<file path="src/rtl/pll_search_pkg.sv">
package pll_search_pkg;

    localparam int unsigned REF_KHZ     = 48000;
    localparam int unsigned VCO_MIN_KHZ = 150000;
    localparam int unsigned VCO_MAX_KHZ = 550000;
    localparam int unsigned ERR_W       = 32;
    localparam int unsigned SPREAD_W    = 3;

    typedef enum logic [2:0] {
        ST_IDLE,
        ST_PCHK,
        ST_ISSUE,
        ST_WAIT,
        ST_FLUSH,
        ST_DONE
    } srch_state_e;

    typedef struct packed {
        logic [7:0] reg_m;
        logic [7:0] reg_n;
        logic [7:0] reg_p;
    } pll_regs_t;

    // Scatter the encoded divider fields into the three register images.
    function automatic pll_regs_t pack_regs(input logic [10:0] n_enc,
                                            input logic [7:0]  m_enc,
                                            input logic [7:0]  p_enc,
                                            input logic [SPREAD_W-1:0] s_val);
        pll_regs_t r;
        r.reg_m = {n_enc[8], 7'd0} | m_enc;
        r.reg_n = n_enc[7:0];
        r.reg_p = {n_enc[10:9], 6'd0} | {2'd0, s_val, 3'd0} | p_enc;
        return r;
    endfunction

endpackage

</file>
<file path="src/rtl/pll_div_restoring.sv">
module pll_div_restoring #(
    parameter int unsigned NUM_W = 23,
    parameter int unsigned DEN_W = 8,
    parameter int unsigned STEP  = 12,
    parameter int unsigned OUT_W = 32
) (
    input  logic             clk,
    input  logic             rst,
    input  logic             start_i,
    input  logic [NUM_W-1:0] num_i,
    input  logic [DEN_W-1:0] den_i,
    output logic             done_o,
    output logic [OUT_W-1:0] quo_o
);
    localparam int unsigned CYC   = (NUM_W + STEP - 1) / STEP;
    localparam int unsigned TOT   = CYC * STEP;
    localparam int unsigned CNT_W = $clog2(CYC + 1);

    logic [TOT-1:0]   sh_q, sh_n;
    logic [DEN_W:0]   rem_q, rem_n;
    logic [DEN_W-1:0] den_q;
    logic [CNT_W-1:0] cnt_q;
    logic             done_q;

    // STEP restoring iterations per clock.
    always_comb begin
        sh_n  = sh_q;
        rem_n = rem_q;
        for (int i = 0; i < STEP; i++) begin
            rem_n = {rem_n[DEN_W-1:0], sh_n[TOT-1]};
            sh_n  = {sh_n[TOT-2:0], 1'b0};
            if (rem_n >= {1'b0, den_q}) begin
                rem_n    = rem_n - {1'b0, den_q};
                sh_n[0]  = 1'b1;
            end
        end
    end

    always_ff @(posedge clk) begin
        if (rst) begin
            sh_q   <= '0;
            rem_q  <= '0;
            den_q  <= '0;
            cnt_q  <= '0;
            done_q <= 1'b0;
        end else if (start_i) begin
            sh_q   <= TOT'(num_i);
            rem_q  <= '0;
            den_q  <= den_i;
            cnt_q  <= CNT_W'(CYC);
            done_q <= 1'b0;
        end else if (cnt_q != '0) begin
            sh_q   <= sh_n;
            rem_q  <= rem_n;
            cnt_q  <= cnt_q - CNT_W'(1);
            done_q <= (cnt_q == CNT_W'(1));
        end else begin
            done_q <= 1'b0;
        end
    end

    assign done_o = done_q;
    assign quo_o  = OUT_W'(sh_q);

endmodule

</file>
<file path="src/rtl/pll_best_keeper.sv">
module pll_best_keeper #(
    parameter int unsigned ERR_W = 32,
    parameter int unsigned REQ_W = 20,
    parameter int unsigned P_W   = 4,
    parameter int unsigned M_W   = 5,
    parameter int unsigned N_W   = 8
) (
    input  logic             clk,
    input  logic             rst,
    input  logic             clear_i,
    input  logic             upd_i,
    input  logic [ERR_W-1:0] quo_i,
    input  logic [REQ_W-1:0] req_i,
    input  logic [P_W-1:0]   cand_p_i,
    input  logic [M_W-1:0]   cand_m_i,
    input  logic [N_W-1:0]   cand_n_i,
    output logic [P_W-1:0]   best_p_o,
    output logic [M_W-1:0]   best_m_o,
    output logic [N_W-1:0]   best_n_o
);
    logic [ERR_W-1:0] req_ext, err, best_err_q;

    assign req_ext = ERR_W'(req_i);
    assign err     = (quo_i > req_ext) ? (quo_i - req_ext) : (req_ext - quo_i);

    always_ff @(posedge clk) begin
        if (rst || clear_i) begin
            best_err_q <= '1;
            best_p_o   <= '0;
            best_m_o   <= '0;
            best_n_o   <= '0;
        end else if (upd_i && (err < best_err_q)) begin
            best_err_q <= err;
            best_p_o   <= cand_p_i;
            best_m_o   <= cand_m_i;
            best_n_o   <= cand_n_i;
        end
    end

endmodule

</file>
<file path="src/rtl/pll_reg_packer.sv">
module pll_reg_packer
    import pll_search_pkg::*;
#(
    parameter int unsigned P_W = 4,
    parameter int unsigned M_W = 5,
    parameter int unsigned N_W = 8
) (
    input  logic [P_W-1:0]      p_i,
    input  logic [M_W-1:0]      m_i,
    input  logic [N_W-1:0]      n_i,
    input  logic [SPREAD_W-1:0] s_i,
    output logic [7:0]          reg_m_o,
    output logic [7:0]          reg_n_o,
    output logic [7:0]          reg_p_o
);
    logic [10:0] n_enc;
    logic [7:0]  m_enc, p_enc;
    pll_regs_t   regs;

    assign n_enc   = 11'(n_i) - 11'd1;
    assign m_enc   = 8'(m_i) - 8'd1;
    assign p_enc   = 8'(p_i) - 8'd1;
    assign regs    = pack_regs(n_enc, m_enc, p_enc, s_i);
    assign reg_m_o = regs.reg_m;
    assign reg_n_o = regs.reg_n;
    assign reg_p_o = regs.reg_p;

endmodule

</file>
<file path="src/rtl/pll_div_search.sv">
module pll_div_search
    import pll_search_pkg::*;
#(
    parameter int unsigned REQ_W    = 20,
    parameter int unsigned P_MAX    = 8,
    parameter int unsigned M_MAX    = 16,
    parameter int unsigned N_MAX    = 150,
    parameter int unsigned DIV_STEP = 12
) (
    input  logic                         clk,
    input  logic                         rst,
    input  logic                         start_i,
    input  logic [REQ_W-1:0]             req_khz_i,
    output logic                         busy_o,
    output logic                         done_o,
    output logic [$clog2(N_MAX+1)-1:0]   div_n_o,
    output logic [$clog2(M_MAX+1)-1:0]   div_m_o,
    output logic [$clog2(P_MAX+1)-1:0]   div_p_o,
    output logic [2:0]                   div_s_o,
    output logic [7:0]                   reg_n_o,
    output logic [7:0]                   reg_m_o,
    output logic [7:0]                   reg_p_o
);
    localparam int unsigned P_W    = $clog2(P_MAX + 1);
    localparam int unsigned M_W    = $clog2(M_MAX + 1);
    localparam int unsigned N_W    = $clog2(N_MAX + 1);
    localparam int unsigned NUM_W  = $clog2(REF_KHZ * N_MAX + 1);
    localparam int unsigned DEN_W  = $clog2(P_MAX * M_MAX + 1);
    localparam int unsigned PROD_W = REQ_W + P_W;

    srch_state_e      state_q;
    logic [REQ_W-1:0] req_q;
    logic [P_W-1:0]   p_q, best_p, out_p_q;
    logic [M_W-1:0]   m_q, best_m, out_m_q;
    logic [N_W-1:0]   n_q, best_n, out_n_q;

    logic [PROD_W-1:0] vco;
    logic              in_win, last_p, last_m, last_n;
    logic              div_start, div_done, keep_clear, keep_upd;
    logic [NUM_W-1:0]  div_num;
    logic [DEN_W-1:0]  div_den;
    logic [ERR_W-1:0]  div_quo;

    assign vco    = PROD_W'(req_q) * PROD_W'(p_q);
    assign in_win = (vco >= PROD_W'(VCO_MIN_KHZ)) && (vco <= PROD_W'(VCO_MAX_KHZ));
    assign last_p = (p_q == P_W'(P_MAX));
    assign last_m = (m_q == M_W'(M_MAX));
    assign last_n = (n_q == N_W'(N_MAX));

    assign div_start  = (state_q == ST_ISSUE);
    assign div_num    = NUM_W'(REF_KHZ * 32'(n_q));
    assign div_den    = DEN_W'(32'(m_q) * 32'(p_q));
    assign keep_clear = (state_q == ST_IDLE) && start_i;
    assign keep_upd   = (state_q == ST_WAIT) && div_done;

    pll_div_restoring #(
        .NUM_W (NUM_W),
        .DEN_W (DEN_W),
        .STEP  (DIV_STEP),
        .OUT_W (ERR_W)
    ) u_div (
        .clk     (clk),
        .rst     (rst),
        .start_i (div_start),
        .num_i   (div_num),
        .den_i   (div_den),
        .done_o  (div_done),
        .quo_o   (div_quo)
    );

    pll_best_keeper #(
        .ERR_W (ERR_W),
        .REQ_W (REQ_W),
        .P_W   (P_W),
        .M_W   (M_W),
        .N_W   (N_W)
    ) u_keep (
        .clk      (clk),
        .rst      (rst),
        .clear_i  (keep_clear),
        .upd_i    (keep_upd),
        .quo_i    (div_quo),
        .req_i    (req_q),
        .cand_p_i (p_q),
        .cand_m_i (m_q),
        .cand_n_i (n_q),
        .best_p_o (best_p),
        .best_m_o (best_m),
        .best_n_o (best_n)
    );

    always_ff @(posedge clk) begin
        if (rst) begin
            state_q <= ST_IDLE;
            req_q   <= '0;
            p_q     <= '0;
            m_q     <= '0;
            n_q     <= '0;
            out_p_q <= '0;
            out_m_q <= '0;
            out_n_q <= '0;
        end else begin
            case (state_q)
                ST_IDLE: begin
                    if (start_i) begin
                        req_q   <= req_khz_i;
                        p_q     <= P_W'(1);
                        m_q     <= M_W'(1);
                        n_q     <= N_W'(1);
                        state_q <= ST_PCHK;
                    end
                end
                ST_PCHK: begin
                    if (in_win) begin
                        state_q <= ST_ISSUE;
                    end else if (last_p) begin
                        state_q <= ST_FLUSH;
                    end else begin
                        p_q <= p_q + P_W'(1);
                    end
                end
                ST_ISSUE: begin
                    state_q <= ST_WAIT;
                end
                ST_WAIT: begin
                    if (div_done) begin
                        if (!last_n) begin
                            n_q     <= n_q + N_W'(1);
                            state_q <= ST_ISSUE;
                        end else begin
                            n_q <= N_W'(1);
                            if (!last_m) begin
                                m_q     <= m_q + M_W'(1);
                                state_q <= ST_ISSUE;
                            end else begin
                                m_q <= M_W'(1);
                                if (last_p) begin
                                    state_q <= ST_FLUSH;
                                end else begin
                                    p_q     <= p_q + P_W'(1);
                                    state_q <= ST_PCHK;
                                end
                            end
                        end
                    end
                end
                ST_FLUSH: begin
                    out_p_q <= best_p;
                    out_m_q <= best_m;
                    out_n_q <= best_n;
                    state_q <= ST_DONE;
                end
                default: begin
                    state_q <= ST_IDLE;
                end
            endcase
        end
    end

    assign busy_o  = (state_q != ST_IDLE) && (state_q != ST_DONE);
    assign done_o  = (state_q == ST_DONE);
    assign div_n_o = out_n_q;
    assign div_m_o = out_m_q;
    assign div_p_o = out_p_q;
    assign div_s_o = '0;

    pll_reg_packer #(
        .P_W (P_W),
        .M_W (M_W),
        .N_W (N_W)
    ) u_pack (
        .p_i     (out_p_q),
        .m_i     (out_m_q),
        .n_i     (out_n_q),
        .s_i     (div_s_o),
        .reg_m_o (reg_m_o),
        .reg_n_o (reg_n_o),
        .reg_p_o (reg_p_o)
    );

endmodule

</file>
<file path="config.mk">
export PLATFORM = sky130hd
export DESIGN_NAME = pll_div_search
export DESIGN_NICKNAME = d
export VERILOG_FILES = /design/src/rtl/pll_search_pkg.sv /design/src/rtl/pll_div_restoring.sv /design/src/rtl/pll_best_keeper.sv /design/src/rtl/pll_reg_packer.sv /design/src/rtl/pll_div_search.sv
export SDC_FILE = /design/constraint.sdc
export NUM_CORES = 1
export LEC_CHECK = 0
export ABC_AREA = 0
export BUFFER_PORTS_ARGS = -buffer_cell sky130_fd_sc_hd__buf_2
export CAP_MARGIN = 40
export CORE_MARGIN = 3
export CORE_UTILIZATION = 50
export DETAILED_ROUTE_END_ITERATION = 16
export PLACE_DENSITY = 0.65
export RECOVER_POWER = 100
export SYNTH_ARGS = -nofsm -noshare
export SYNTH_HDL_FRONTEND = slang
export SYNTH_SLANG_ARGS = --single-unit
</file>
<file path="constraint.sdc">
create_clock -name clk -period 33.6 [get_ports clk]
set_input_delay 10.08 -clock clk [delete_from_list [all_inputs] [get_ports clk]]
set_output_delay 10.08 -clock clk [all_outputs]
set_load 0.005 [all_outputs]
</file>
After elaboration in Yosys (flattened, before gate mapping)
Cells that the tools add are included.
{ "totals": {"regBits": 149, "output_inout_bits": 46, "in_bits": 23, "elab_cells": 150} }
{ "classes": {"n_addsub": 21, "muxes": 53, "n_reduce_logical": 19, "bitwise": 3, "order_cmp": 16, "eq_ne": 16, "multipliers": 3} }
{ "op_table": {"columns": ["op", "count"], "rows": [
  ["8-bit two-way mux", 15],
  ["9-bit by 8-bit greater-or-equal comparator with 1-bit output", 12],
  ["8-bit subtractor", 12],
  ["23-bit two-way mux", 2],
  ["32-bit < comparator", 1],
  ["32-bit two-way mux", 1],
  ["20-bit by 24-bit subtractor with 25-bit output", 1],
  ["24-bit by 20-bit subtractor with 25-bit output", 1],
  ["24-bit by 18-bit greater-or-equal comparator with 1-bit output (second input constant)", 1],
  ["24-bit by 20-bit > comparator with 1-bit output", 1],
  ["24-bit by 20-bit less-or-equal comparator with 1-bit output (second input constant)", 1],
  ["20-bit by 4-bit multiplier with 24-bit output", 1],
  ["4-bit two-way mux", 6],
  ["3-bit two-way mux", 7],
  ["5-bit two-way mux", 4],
  ["9-bit by 8-bit multiplier with 16-bit output (first input constant)", 1],
  ["8-bit OR", 2],
  ["8-bit case mux with 2 select lines", 1],
  ["3-bit case mux with 5 select lines", 1],
  ["1-bit two-way mux", 12],
  ["4-bit case mux with 3 select lines", 1],
  ["5-bit case mux with 2 select lines", 1],
  ["8-bit by 1-bit subtractor with 9-bit output (second input constant)", 1],
  ["8-bit by 1-bit adder with 8-bit output (second input constant)", 1],
  ["29 further kinds", 44]
]} }

Logic depth before layout (Yosys ltp)
{ "depth": {"depth_word": 26, "ltp_mapped": 148, "depth_no_buf": 141} }

By module
Synthesis repeated with hierarchy kept, for this count alone.
{ "hier_totals": {"cells_unflattened": 2604, "area_unflattened_um2": 19894.1} }
{ "modules_own_cells": {"columns": ["module", "n_inst", "cells_per_inst", "area_each_um2"], "rows": [
  ["pll_div_search", 1, 945, 7319.5],
  ["pll_div_restoring", 1, 939, 7186.9],
  ["pll_best_keeper", 1, 672, 5076.1],
  ["pll_reg_packer", 1, 48, 311.5]
]} }

Worst setup path before layout
No wires, ideal clock.
{ "synth_path": {"path_type": "register to register", "startpoint": "reg u_div.den_q[1]", "endpoint": "reg u_div.rem_q[3]", "arrival_time_ns": 27.537, "period_less_slack_ns": 27.616, "path_stages_with_launch": 144, "path_buffers": 7, "slack_ns": 5.984, "setup_ns": 0.079, "t_required_ns": 33.521, "path_cell_list": "dfxtp_1 > inv_1 > ha_1 > nor2b_1 > o22ai_1 > a31o_2 > nand2_1 > mux2_2 > ha_1 > or4_1 > o21ai_0 > a31o_2 > o221ai_1 > buf_2 > a21oi_1 > ha_1 > nor2b_1 > o211ai_1 > [... 108 more ...] > a21o_1 > inv_1 > nand3_2 > mux2i_1 > ha_1 > a21o_1 > a21o_1 > a21o_1 > a21o_1 > a21o_1 > a21oi_1 > o21ai_0 > a21o_1 > or2_2 > a31o_1 > buf_6 > a21o_1 > o211ai_1"} }
{ "synth_via": {"elab_chain_len": 24, "elab_cells_between_ends": 36, "cone_classes": "add/sub (12); order compare (12); mux (12)"} }
{ "synth_lines": {"columns": ["element", "line_no", "rtl"], "rows": [
  ["start, declared", "pll_div_restoring.sv:21", "logic [DEN_W-1:0] den_q;"],
  ["start signal, assigned", "pll_div_restoring.sv:49", "den_q <= den_i;"],
  ["8-bit subtractor or 9-bit by 8-bit greater-or-equal comparator with 1-bit output (tied branches)", "pll_div_restoring.sv:33, pll_div_restoring.sv:32", null],
  ["8-bit two-way mux", "pll_div_restoring.sv:32", "if (rem_n >= {1'b0, den_q}) begin"],
  ["8-bit subtractor or 9-bit by 8-bit greater-or-equal comparator with 1-bit output (tied branches)", "pll_div_restoring.sv:33, pll_div_restoring.sv:32", null],
  ["8-bit two-way mux", "pll_div_restoring.sv:32", null],
  ["8-bit subtractor or 9-bit by 8-bit greater-or-equal comparator with 1-bit output (tied branches)", "pll_div_restoring.sv:33, pll_div_restoring.sv:32", null],
  ["8-bit two-way mux", "pll_div_restoring.sv:32", null],
  ["8-bit subtractor or 9-bit by 8-bit greater-or-equal comparator with 1-bit output (tied branches)", "pll_div_restoring.sv:33, pll_div_restoring.sv:32", null],
  ["8-bit two-way mux", "pll_div_restoring.sv:32", null],
  ["[... 8 more ...]", null, null],
  ["8-bit subtractor or 9-bit by 8-bit greater-or-equal comparator with 1-bit output (tied branches)", "pll_div_restoring.sv:33, pll_div_restoring.sv:32", null],
  ["8-bit two-way mux", "pll_div_restoring.sv:32", null],
  ["8-bit subtractor or 9-bit by 8-bit greater-or-equal comparator with 1-bit output (tied branches)", "pll_div_restoring.sv:33, pll_div_restoring.sv:32", null],
  ["8-bit two-way mux", "pll_div_restoring.sv:32", null],
  ["9-bit by 8-bit greater-or-equal comparator with 1-bit output or 8-bit subtractor (tied branches)", "pll_div_restoring.sv:32, pll_div_restoring.sv:33", null],
  ["8-bit two-way mux", "pll_div_restoring.sv:32", null],
  ["8-bit subtractor or 9-bit by 8-bit greater-or-equal comparator with 1-bit output (tied branches)", "pll_div_restoring.sv:33, pll_div_restoring.sv:32", null],
  ["8-bit two-way mux (*)", "pll_div_restoring.sv:32", null],
  ["end signal, assigned", "pll_div_restoring.sv:54", "rem_q <= rem_n;"],
  ["end, declared", "pll_div_restoring.sv:20", "logic [DEN_W:0] rem_q, rem_n;"]
]} }
Every way passes the cells marked *; elsewhere a longest branch is shown, timed or not.
A chain may end at the register's enable or synchronous reset.

Final worst setup path
{ "layout_path": {"startpoint": "reg u_div.den_q[6]", "endpoint": "reg u_div.rem_q[4]"} }
{ "layout_via": {"elab_chain_len": 24, "elab_cells_between_ends": 36, "cone_classes": "add/sub (12); order compare (12); mux (12)"} }
{ "layout_lines": {"columns": ["element", "line_no"], "rows": [
  ["8-bit subtractor or 9-bit by 8-bit greater-or-equal comparator with 1-bit output (tied branches)", "pll_div_restoring.sv:33, pll_div_restoring.sv:32"],
  ["8-bit two-way mux", "pll_div_restoring.sv:32"],
  ["8-bit subtractor or 9-bit by 8-bit greater-or-equal comparator with 1-bit output (tied branches)", "pll_div_restoring.sv:33, pll_div_restoring.sv:32"],
  ["8-bit two-way mux", "pll_div_restoring.sv:32"],
  ["9-bit by 8-bit greater-or-equal comparator with 1-bit output or 8-bit subtractor (tied branches)", "pll_div_restoring.sv:32, pll_div_restoring.sv:33"],
  ["8-bit two-way mux", "pll_div_restoring.sv:32"],
  ["8-bit subtractor or 9-bit by 8-bit greater-or-equal comparator with 1-bit output (tied branches)", "pll_div_restoring.sv:33, pll_div_restoring.sv:32"],
  ["8-bit two-way mux", "pll_div_restoring.sv:32"],
  ["[... 8 more ...]", null],
  ["8-bit subtractor or 9-bit by 8-bit greater-or-equal comparator with 1-bit output (tied branches)", "pll_div_restoring.sv:33, pll_div_restoring.sv:32"],
  ["8-bit two-way mux", "pll_div_restoring.sv:32"],
  ["8-bit subtractor or 9-bit by 8-bit greater-or-equal comparator with 1-bit output (tied branches)", "pll_div_restoring.sv:33, pll_div_restoring.sv:32"],
  ["8-bit two-way mux", "pll_div_restoring.sv:32"],
  ["9-bit by 8-bit greater-or-equal comparator with 1-bit output or 8-bit subtractor (tied branches)", "pll_div_restoring.sv:32, pll_div_restoring.sv:33"],
  ["8-bit two-way mux", "pll_div_restoring.sv:32"],
  ["8-bit subtractor or 9-bit by 8-bit greater-or-equal comparator with 1-bit output (tied branches)", "pll_div_restoring.sv:33, pll_div_restoring.sv:32"],
  ["8-bit two-way mux (*)", "pll_div_restoring.sv:32"]
]} }
Marks and branches as above.

==> metrics.txt <==
status finished with violations; failing checks max-capacitance violations, max-slew violations; final setup fails 0; fraction of layout cells with a size suffix above 1 0.06650; DR vias 16470; largest area contributor in the netlist ha_1; maxcap violations 2; slew margin rel. -0.9202; CTS clk-pin slew, worst paths 0.07 ns; crit-path max FO 17; final hold viol count 0; CTS Sinks 142; Storage cell area 2843 um2; input/output buffers 65; Slowest cell on crit path a211oi_1; IO Count 69; min-delay src u_div.den_q[6]$_SDFFE_PP0P_; via-per-instance ratio 5.817; crit path DAT 31.25 ns; kind of critical path flop to flop; Seq cells post-synth 142; Core Region 34970 um2; Mapped Cells 2334; share of the synthesized area in the top cell type 0.1727; cell mode on critical path a21o_1; CTS Buf Count 17; FFs w/ async S/R, synth 0; vias in the first global route 16070; GRT overflow 0; min Tclk post-route 30.89 ns; critical path launch point type flop; Tcrit/Tclk final 0.9193; multi-input logic area 13810 um2; die area 38250 um2; Main synth FF type dfxtp_1; most common cell in the synthesized netlist nand2_1; end of the worst hold path u_div.den_q[6]$_SDFFE_PP0P_; dpl hpwl 41470 um; Initial Util 0.5138; HP Class flop to flop; Residual DRC 0; Final ANT Viol Nets 0; worst-skew pair later-pin latency 0.45 ns; largest net degree at the start of global routing 59; GRT Util Overall 0.2686; slowest stage delay, CP 0.55 ns; setup tns final 0 ns; root buf cell clkbuf_16; hold_buf cts 0; Fmax achieved 32.38 MHz; Horiz. Die Dim 195.6 um; Mapped Area 17970 um2; Final nets 2714; reg-to-reg startpoint u_div.den_q[6]$_SDFFE_PP0P_; initial antenna violation count 0; H-tree depth 4; Final Max Tran Viols 59; first-pass GRT wire length 84020 um; unique cell type count in the Yosys netlist 93; # fillers 3366; DRT Pass-1 Iters 5; Area growth syn-to-layout 7.709%; ranking of synthesized cells by area ha_1 (17%), dfxtp_1 (16%), fa_1 (8.9%); Synth Area per Inst 7.699 um2; register area share after synthesis 0.1582; gp weighted congestion 0.9409; TritonCTS clock tree built; Post-synth top cells nand2_1 (339), inv_1 (257), ha_1 (248); DRT Wirelength 51880 um; actual slew at the worst max-slew pin 2.880 ns; CP Capture Type flop; row cnt 68; RR Endpoint u_div.rem_q[4]$_SDFFE_PP0N_; WL/cell 18.33 um; reg-to-reg setup timing slack 2.71 ns; Post-synth EDFFs 0; Hold Path Stages 2; # diodes 0; Ys Warns 0; Reg2Reg Depth 136; CTS Buffer Depth 2; Die H 195.6 um; DRT iter0 DRCs 1270; RSZ-0062 raised after global routing no; Clock Skews 0.01247 ns; Worst Path Required 33.96 ns
-- cell families (layout without fill, tap and decap cells) --
| kind of cell | after synthesis | in the layout | synth area share |
|---|---|---|---|
| and+or+nand+nor | 744 | 744 | 0.1895 |
| AOI/OAI and AO/OA | 577 | 577 | 0.2130 |
| buffers and inverters | 345 | 385 | 0.07416 |
| adders and majority gates | 328 | 328 | 0.2618 |
| DFF | 142 | 142 | 0.1582 |
| xor gates and xnor gates | 129 | 129 | 0.06288 |
| muxes | 68 | 68 | 0.04018 |
| other | 1 | 3 | 0.0002087 |
-- per-layer routing --
metal / global-route usage / part of all wire / vias up
met2: 0.4537 / 0.47 / 412
met3: 0.03364 / 0.048 / 74
li1: - / - / 8108
met1: 0.3660 / 0.47 / 7875
met5: 0 / 0 / -
met4: 0.06496 / 0.021 / 0
-- layout make-up --
| cell class | instances | area share |
|---|---|---|
| clock buffer | 17 | 0.02198 |
| clock inverter | 15 | 0.01034 |
| inverter | 259 | 0.05043 |
| multi-input combinational | 1849 | 0.7138 |
| sequential | 142 | 0.1469 |
| tap | 455 | 0.02942 |
| timing repair buffer | 94 | 0.02715 |
-- flip-flops by register name, summed over array words and instances (netlist names), 2 cells and up --
register / cells
div_m_o: 5
div_n_o: 8
div_p_o: 4
m_q: 5
n_q: 8
p_q: 4
req_q: 20
state_q: 3
u_div.cnt_q: 2
u_div.den_q: 8
u_div.rem_q: 8
u_div.sh_q: 24
u_keep.best_err_q: 25
u_keep.best_m_o: 5
u_keep.best_n_o: 8
u_keep.best_p_o: 4
-- layout by cell type (no fill, tap or decap), drive strengths merged, types with 12 or more instances in the layout --
master,count
or2,12
nor2,161
o21a,23
o21ai,97
a211oi,23
dfxtp,142
nand2b,22
mux2i,41
o211ai,22
buf,67
ha,248
and2,17
a21oi,191
nor3,35
nand3,39
nor2b,34
inv,262
nand4,27
clkbuf,44
xor2,56
mux2,27
nand2,339
a21o,79
fa,80
a311oi,14
xnor2,73
or3,12
o21bai,26
-- how the worst max path moves through the flow --
stage / end / slack, ns / start
6_report: u_div.rem_q[4]$_SDFFE_PP0N_ / 2.71 / u_div.den_q[6]$_SDFFE_PP0P_
4_1_cts: u_div.rem_q[4]$_SDFFE_PP0N_ / 2.66 / u_div.den_q[1]$_SDFFE_PP0P_
3_5_place_dp: u_div.rem_q[3]$_SDFFE_PP0N_ / 2.82 / u_div.den_q[1]$_SDFFE_PP0P_
2_1_floorplan: u_div.rem_q[3]$_SDFFE_PP0N_ / 5.98 / u_div.den_q[1]$_SDFFE_PP0P_
5_1_grt: u_div.rem_q[4]$_SDFFE_PP0N_ / 0.06 / u_div.den_q[6]$_SDFFE_PP0P_
3_3_place_gp: u_div.rem_q[5]$_SDFFE_PP0N_ / 3.05 / u_div.den_q[1]$_SDFFE_PP0P_
-- worst max-delay path, delay by kind of cell, from the launching register on --
family | cells | cell delay [ns]
AND/OR/NAND/NOR | 21 | 4.35
multiplexers | 6 | 2.34
AO/OA/AOI/OAI | 86 | 18.76
flip-flops | 1 | 0.31
buffers and inverters | 11 | 1.42
adder cells (fa/ha/maj) | 12 | 3.57
-- through the flow --
step / hold WS (ns) / std cells / utilization / cell area (um2) / setup WS, ns
3_3_place_gp: 0.4397 / 2788 / 0.5335 / 18660 / 3.054
5_1_grt: 0.4783 / 2831 / 0.5535 / 19350 / 0.05898
4_1_cts: 0.4555 / 2825 / 0.5533 / 19350 / 2.662
3_5_place_dp: 0.4460 / 2793 / 0.5355 / 18720 / 2.823
6_report: 0.4545 / 2831 / 0.5535 / 19350 / 2.712
2_1_floorplan: 0.4319 / 2336 / - / 17980 / 5.984
-- what timing repair did --
item                                    in CTS  in global routing
endpoints found under the setup margin       0                  9
resized for setup                            0                  2
buffers inserted                             0                  6
hold endpoints to repair                     0                  0
Power is not shown: default switching activity piles up to over one toggle a cycle in this logic, so the estimate is an artifact.
